File: src/rtl/rate_gen_pkg.sv
package rate_gen_pkg;
  localparam int unsigned CD_MIN = 2;  // smallest sample divisor that runs

  typedef enum logic {
    PRE_DIRECT = 1'b0,
    PRE_DIVIDED = 1'b1
  } pre_sel_e;
endpackage

File: src/rtl/rate_gen_prescale.sv
module rate_gen_prescale #(
  parameter int unsigned PRE_DIV = 8
) (
  input  logic clk_i,
  input  logic rst_ni,
  input  logic clr_i,
  input  rate_gen_pkg::pre_sel_e sel_i,
  output logic en_o
);
  localparam int unsigned PRE_W = (PRE_DIV > 1) ? $clog2(PRE_DIV) : 1;
  localparam logic [PRE_W-1:0] PRE_LAST = PRE_W'(PRE_DIV - 1);

  logic [PRE_W-1:0] cnt_q;

  always_ff @(posedge clk_i or negedge rst_ni) begin
    if (!rst_ni) cnt_q <= '0;
    else if (clr_i || sel_i == rate_gen_pkg::PRE_DIRECT) cnt_q <= '0;
    else if (cnt_q == PRE_LAST) cnt_q <= '0;
    else cnt_q <= cnt_q + 1'b1;
  end

  assign en_o = (sel_i == rate_gen_pkg::PRE_DIRECT) || (cnt_q == PRE_LAST);
endmodule

File: src/rtl/rate_gen_sample_div.sv
module rate_gen_sample_div #(
  parameter int unsigned CD_W = 16
) (
  input  logic            clk_i,
  input  logic            rst_ni,
  input  logic            clr_i,
  input  logic            en_i,
  input  logic [CD_W-1:0] cd_i,
  output logic            tick_o
);
  localparam logic [CD_W-1:0] MIN_CD = CD_W'(rate_gen_pkg::CD_MIN);

  logic [CD_W-1:0] cnt_q;
  logic            run;
  logic            last;

  assign run  = (cd_i >= MIN_CD);
  assign last = (cnt_q == cd_i - 1'b1);

  always_ff @(posedge clk_i or negedge rst_ni) begin
    if (!rst_ni) cnt_q <= '0;
    else if (clr_i || !run) cnt_q <= '0;
    else if (en_i) cnt_q <= last ? '0 : cnt_q + 1'b1;
  end

  assign tick_o = run && en_i && last;
endmodule

File: src/rtl/rate_gen_bit_div.sv
module rate_gen_bit_div #(
  parameter int unsigned BDIV_W = 8
) (
  input  logic              clk_i,
  input  logic              rst_ni,
  input  logic              clr_i,
  input  logic              tick_i,
  input  logic [BDIV_W-1:0] bdiv_i,
  output logic              bit_o
);
  logic [BDIV_W-1:0] cnt_q;
  logic              last;

  assign last = (cnt_q == bdiv_i);

  always_ff @(posedge clk_i or negedge rst_ni) begin
    if (!rst_ni) cnt_q <= '0;
    else if (clr_i) cnt_q <= '0;
    else if (tick_i) cnt_q <= last ? '0 : cnt_q + 1'b1;
  end

  assign bit_o = tick_i && last;
endmodule

File: src/rtl/rate_gen.sv
module rate_gen #(
  parameter int unsigned CD_W    = 16,
  parameter int unsigned BDIV_W  = 8,
  parameter int unsigned PRE_DIV = 8
) (
  input  logic              clk_i,
  input  logic              rst_ni,
  input  logic              cfg_wr_i,
  input  logic              pre_div_sel_i,
  input  logic [CD_W-1:0]   cd_i,
  input  logic [BDIV_W-1:0] bdiv_i,
  output logic              sample_tick_o,
  output logic              bit_tick_o
);
  import rate_gen_pkg::*;

  logic [CD_W-1:0]   cd_q;
  logic [BDIV_W-1:0] bdiv_q;
  pre_sel_e          sel_q;
  logic              pre_en;

  // settings and counter restart share the same edge
  always_ff @(posedge clk_i or negedge rst_ni) begin
    if (!rst_ni) begin
      cd_q   <= '0;
      bdiv_q <= '0;
      sel_q  <= PRE_DIRECT;
    end else if (cfg_wr_i) begin
      cd_q   <= cd_i;
      bdiv_q <= bdiv_i;
      sel_q  <= pre_sel_e'(pre_div_sel_i);
    end
  end

  rate_gen_prescale #(.PRE_DIV(PRE_DIV)) u_prescale (
    .clk_i (clk_i),
    .rst_ni(rst_ni),
    .clr_i (cfg_wr_i),
    .sel_i (sel_q),
    .en_o  (pre_en)
  );

  rate_gen_sample_div #(.CD_W(CD_W)) u_sample_div (
    .clk_i (clk_i),
    .rst_ni(rst_ni),
    .clr_i (cfg_wr_i),
    .en_i  (pre_en),
    .cd_i  (cd_q),
    .tick_o(sample_tick_o)
  );

  rate_gen_bit_div #(.BDIV_W(BDIV_W)) u_bit_div (
    .clk_i (clk_i),
    .rst_ni(rst_ni),
    .clr_i (cfg_wr_i),
    .tick_i(sample_tick_o),
    .bdiv_i(bdiv_q),
    .bit_o (bit_tick_o)
  );
endmodule

File: config.mk
export PLATFORM = sky130hd
export DESIGN_NAME = rate_gen
export DESIGN_NICKNAME = d
export VERILOG_FILES = /design/src/rtl/rate_gen_pkg.sv /design/src/rtl/rate_gen_prescale.sv /design/src/rtl/rate_gen_sample_div.sv /design/src/rtl/rate_gen_bit_div.sv /design/src/rtl/rate_gen.sv
export SDC_FILE = /design/constraint.sdc
export NUM_CORES = 1
export LEC_CHECK = 0
export ABC_AREA = 1
export BUFFER_PORTS_ARGS = -buffer_cell sky130_fd_sc_hd__buf_2
export CORE_MARGIN = 5
export CORE_UTILIZATION = 30
export DETAILED_ROUTE_END_ITERATION = 8
export GPL_TIMING_DRIVEN = 0
export PLACE_DENSITY = 0.54
export RECOVER_POWER = 100
export SLEW_MARGIN = 15
export SYNTH_ARGS = -nofsm -noshare
export SYNTH_HDL_FRONTEND = slang
export SYNTH_SLANG_ARGS = --single-unit
File: constraint.sdc
create_clock -name clk_i -period 5 [get_ports clk_i]
set_input_delay 0.5 -clock clk_i [delete_from_list [all_inputs] [get_ports clk_i]]
set_output_delay 0.5 -clock clk_i [all_outputs]
set_load 0.01 [all_outputs]
=== Yosys cells after proc, flatten, opt, wreduce, memory -nomap -nowiden ===
Cells that the tools add are included.

* $add $sub $neg: 4
* Bitwise gates (word level): 1
* Order comparisons: 1
* Reduce and logical (&&, ||, !) cells: 9
* Eq/ne operators: 3
* Muxes and demuxes: 8

{| class="wikitable"
|+ Operators with widths
! kind !! count
|-
| $mux W16 || 3
|-
| $mux W8 || 3
|-
| $add A16 B1 Y16 const B || 1
|-
| $eq A16 B16 Y1 || 1
|-
| $ge A16 B2 Y1 const B || 1
|-
| $sub A16 B1 Y16 const B || 1
|-
| $add A8 B1 Y8 const B || 1
|-
| $eq A8 B8 Y1 || 1
|-
| $mux W3 || 2
|-
| $reduce_bool A2 Y1 || 2
|-
| $add A3 B1 Y3 const B || 1
|-
| $eq A3 B3 Y1 const B || 1
|-
| $logic_and A1 B1 Y1 || 3
|-
| $logic_or A1 B1 Y1 || 3
|-
| $logic_not A1 Y1 || 1
|-
| $not A1 Y1 || 1
|}

* Bits of input ports: 28
* Output and inout bits: 2
* Logic and storage cells: 32
* Register bits after elaboration: 52

=== Longest topological paths before layout ===
* Depth after elaboration: 6
* Gate-level depth with buffers: 15

=== Hierarchy ===
A second synthesis with hierarchy kept.

* Cell total of the unflattened synthesis: 531
* Area total of the unflattened synthesis: 3698.5 um2

{| class="wikitable"
|+ Modules (own cells, without submodules)
! module !! times used !! area an instance (um2) !! cells each
|-
| rate_gen_sample_div || 1 || 1961.9 || 317
|-
| rate_gen || 1 || 964.7 || 106
|-
| rate_gen_bit_div || 1 || 625.6 || 92
|-
| rate_gen_prescale || 1 || 146.4 || 16
|}

=== Worst setup path after synthesis ===
No wires, ideal clock.

* Path kind: register -> output
* From: reg cd_q[0]
* To: out bit_tick_o
* Slack: 2.711 ns
* Data required time: 4.500 ns
* Stages on the path, launching flop included: 13
* Data arrival time: 1.789 ns
* Cells stage by stage: dfrtp_1 -> inv_2 -> ha_1 -> nand2_2 -> nor2_4 -> nand2_1 -> nand2_1 -> nand2_1 -> nor2_1 -> nand2_1 -> nor2_4 -> nand3_2 -> nor2_1

* Longest elaborated chain between the ends: 4

{| class="wikitable"
|+ Ends and longest elaborated chain
! element !! line !! source
|-
| from (decl) || rate_gen.sv:17 || <nowiki>logic [CD_W-1:0] cd_q;</nowiki>
|-
| from (signal assigned) || rate_gen.sv:29 || <nowiki>cd_q <= cd_i;</nowiki>
|-
| $sub A16 B1 Y16 or $ge A16 B2 Y1 (tied branches) || rate_gen_sample_div.sv:18, rate_gen_sample_div.sv:17 ||
|-
| $eq A16 B16 Y1 or $logic_and A1 B1 Y1 (tied branches) || rate_gen_sample_div.sv:18, rate_gen_sample_div.sv:26 ||
|-
| $logic_and A1 B1 Y1 (*) || rate_gen_sample_div.sv:26 || <nowiki>assign tick_o = run && en_i && last;</nowiki>
|-
| $logic_and A1 B1 Y1 (*) || rate_gen_bit_div.sv:22 || <nowiki>assign bit_o = tick_i && last;</nowiki>
|-
| to (decl) || rate_gen.sv:13 || <nowiki>output logic bit_tick_o</nowiki>
|}

Mark *: on every way between the ends. The rest lies on a longest branch, timed or not.

=== Worst setup path in the final report ===
Ends and elaborated chain as after synthesis.

==> run metrics <==
Syn Area/Cell=7.001 um2; worst setup path startpoint=cd_q[0]; Hold Path Depth=3; hold-fix buffers at CTS=0; PnR worst setup slack=1.535 ns; Util after Layout=0.3422; # clock sinks=52; share of post-route cells with drive strength above 1=0.1084; Top Usage Layer GRT=met2; Hold Path Class=in2reg; required time worst endpoint=between 4 and 5 ns; violated checks=max-capacitance violations, max-slew violations; FF-to-FF End=u_sample_div.cnt_q[12]; CORE AREA=11,320 um2; total die area=13,650 um2; Period minus WS final=3.465 ns; Global Route Usage Sum=0.1292; Pre-antenna DRT Iters=5; final-report max-slew violation count=53; worst-margin pin slew=2.882 ns; drc violations=0; CTS Root Cell=clkbuf_16; area leader, netlist=dfrtp_1; WL/cell=~12 um; Buf/Inv on CP=2; Power Total=1.042 mW; met3 global-route usage=0.01748; EDFF count, synth=0; most frequent cell after synthesis=nand2_1; worst r2r src=cd_q[0]; Inserted Diodes=0; CP startpoint kind=flop; GR Overflow Total=0; Worst-path clk slew=roughly 0.07 ns; first-pass GRT wire length=14,210 um; Synth top area share=0.3801; Synthesis Warnings=0; GRT met2 Usage=0.1968; status=complete, but fails checks; Die X=116.8 um; largest net degree at the start of global routing=53; vias in the first global route=2,952; Vias/cell=4.562; fin nets=roughly 560; chip height=116.8 um; Hold Fails Final Rpt=0; synth cell count leaders=183 x nand2_1, 60 x inv_1, 52 x dfrtp_1; initial antenna violation count=0; DR iter-0 viols=approximately 160; #FFs+latches synth=52; via count=3,052; worst relative slew slack=-0.9212; Synth Cell Area=about 3400 um2; Syn-to-layout area delta=13.16%; Max Clock Skew=0.006513 ns; CP cell instances=inv_1 > ha_1 > nand2_1 > nor2_1 > nand2_1 > nand2_1 > nand2_1 > nor2_1 > nand2_1 > nor2_1 > nand3_1 > nor2_1 > clkbuf_1; RSZ-0062 raised after global routing=no; CP max-delay cell=dfrtp_1; share of async-settable or async-resettable flops after synthesis=1.000; post-DP HPWL=6339 um; latest clock arrival within the worst-skew pair=0.29 ns; Hold Path Origin=bdiv_i[4]; CTS tree=built; delay-heaviest family, CP=simple AND/OR/NAND/NOR gates; crit path capture type=output pin; Top cell by count, worst path=nand2_1; Post-CTS Setup Inserts=0; port buffer count=29; Max-cap violations=1; clock buffer count from CTS=5; io pins=30; placed cells=661; critical path class=reg2out; Fin Setup TNS=0 ns; Layout Cells excl Fill=669; drt total wl=between 8000 and 9000 um; fmax=288.6 MHz; post-synthesis sequential area ratio=0.3801; GPL Wtd Cong=a little under 0.9; CTS max path bufs=2; CP max stage delay=0.40 ns; starting density of the core=0.3024; crit-path max FO=10; M1 GR Usage=0.1950; Rows=39; fin crit share=0.6930; leakage power=1.977 nW; H-tree depth=2; Post-synth top flop=dfrtp_1; largest cells by area after synthesis=dfrtp_1 38%, nand2_1 20%, inv_1 6.6%, nand3_1 4.5%, xor2_1 4.3%; Unique masters post-synth=28; worst hold endpoint=bdiv_q[4]; R2R Setup Slk=1.97 ns; # fillers=1,257; Max VDD drop=188.5 uV; Reg2Reg Depth=14; Synth Net Count=~520; worst slack at placement=2.297 ns; Resized Gates After CTS=0; Critical Path AT=2.97 ns; Synth Instances=about 490; Pwr per Cell Area=269.1 nW/um2; # setup viols final=0; post-route ant nets=0
cell families (layout without fill, tap and decap cells):
kind of cell    Yosys count  after routing  synth area share
buf+inv                  76            113           0.08954
flops                    52             52            0.3801
fa+ha+maj                 6              6           0.02193
xor+xnor                 31             31           0.07931
compound gates           29             29           0.05409
simple gates            295            295            0.3750
registers in the layout (all words and copies together), names as in the netlist:
signal	cells
bdiv_q	8
cd_q	16
sel_q	1
u_bit_div.cnt_q	8
u_prescale.cnt_q	3
u_sample_div.cnt_q	16
per-stage QoR:
step	area (um2)	hold slack (ns)
finish	3874	0.4019
global route	3874	0.4066
CTS	3928	0.2838
detailed placement	3750	0.4310
global placement	3747	0.4283
floorplan	3423	0.2044
layer usage:
metal  part of all wire  up-vias
met5                  0        -
met4              0.013        0
met3              0.024        9
met1               0.52     1416
met2               0.44       33
li1                   -     1594
cell type report:
class                   instances  area [um2]  share of cell area
clock inverters                 2       38.79             0.01001
inverters                      64       240.2             0.06202
clock buffers                   6       138.9             0.03585
flip-flops and latches         52        1301              0.3359
plain buffers                  12       50.05             0.01292
multi-input cells             361        1784              0.4606
repair buffers                 29       141.4             0.03650
well taps                     143       178.9             0.04619
how the worst max path moves through the flow:
stage                  to  slack [ns]  cells past startpoint
6_report       bit_tick_o        1.53                     13
3_5_place_dp   bit_tick_o        2.30                     13
2_1_floorplan  bit_tick_o        2.71                     12
5_1_grt        bit_tick_o        1.24                     13
4_1_cts        bit_tick_o        1.96                     13
3_3_place_gp   bit_tick_o        2.34                     13
power breakdown:
group          internal (mW)  total, mW  switching, mW
sequential             0.442      0.468         0.0260
clock                  0.251      0.410          0.159
combinational         0.0562      0.164          0.108
total                  0.750       1.04          0.293
worst register-to-register path, delay by kind of cell (launching register included):
family	cells	cell delay, ns
AO/OA/AOI/OAI	1	0.14
adder cells (fa/ha/maj)	1	0.30
buffers and inverters	2	0.79
flip-flops	1	0.40
AND/OR/NAND/NOR	10	1.27
cell usage in the layout (no fill, tap or decap), drive strengths merged, types with 15 or more instances in the layout:
master,n
dfrtp,52
nor2,47
xor2,17
clkbuf,17
nand3,32
nand2,188
buf,30
nand4,15
inv,61
(Power assumes the default switching activity.)
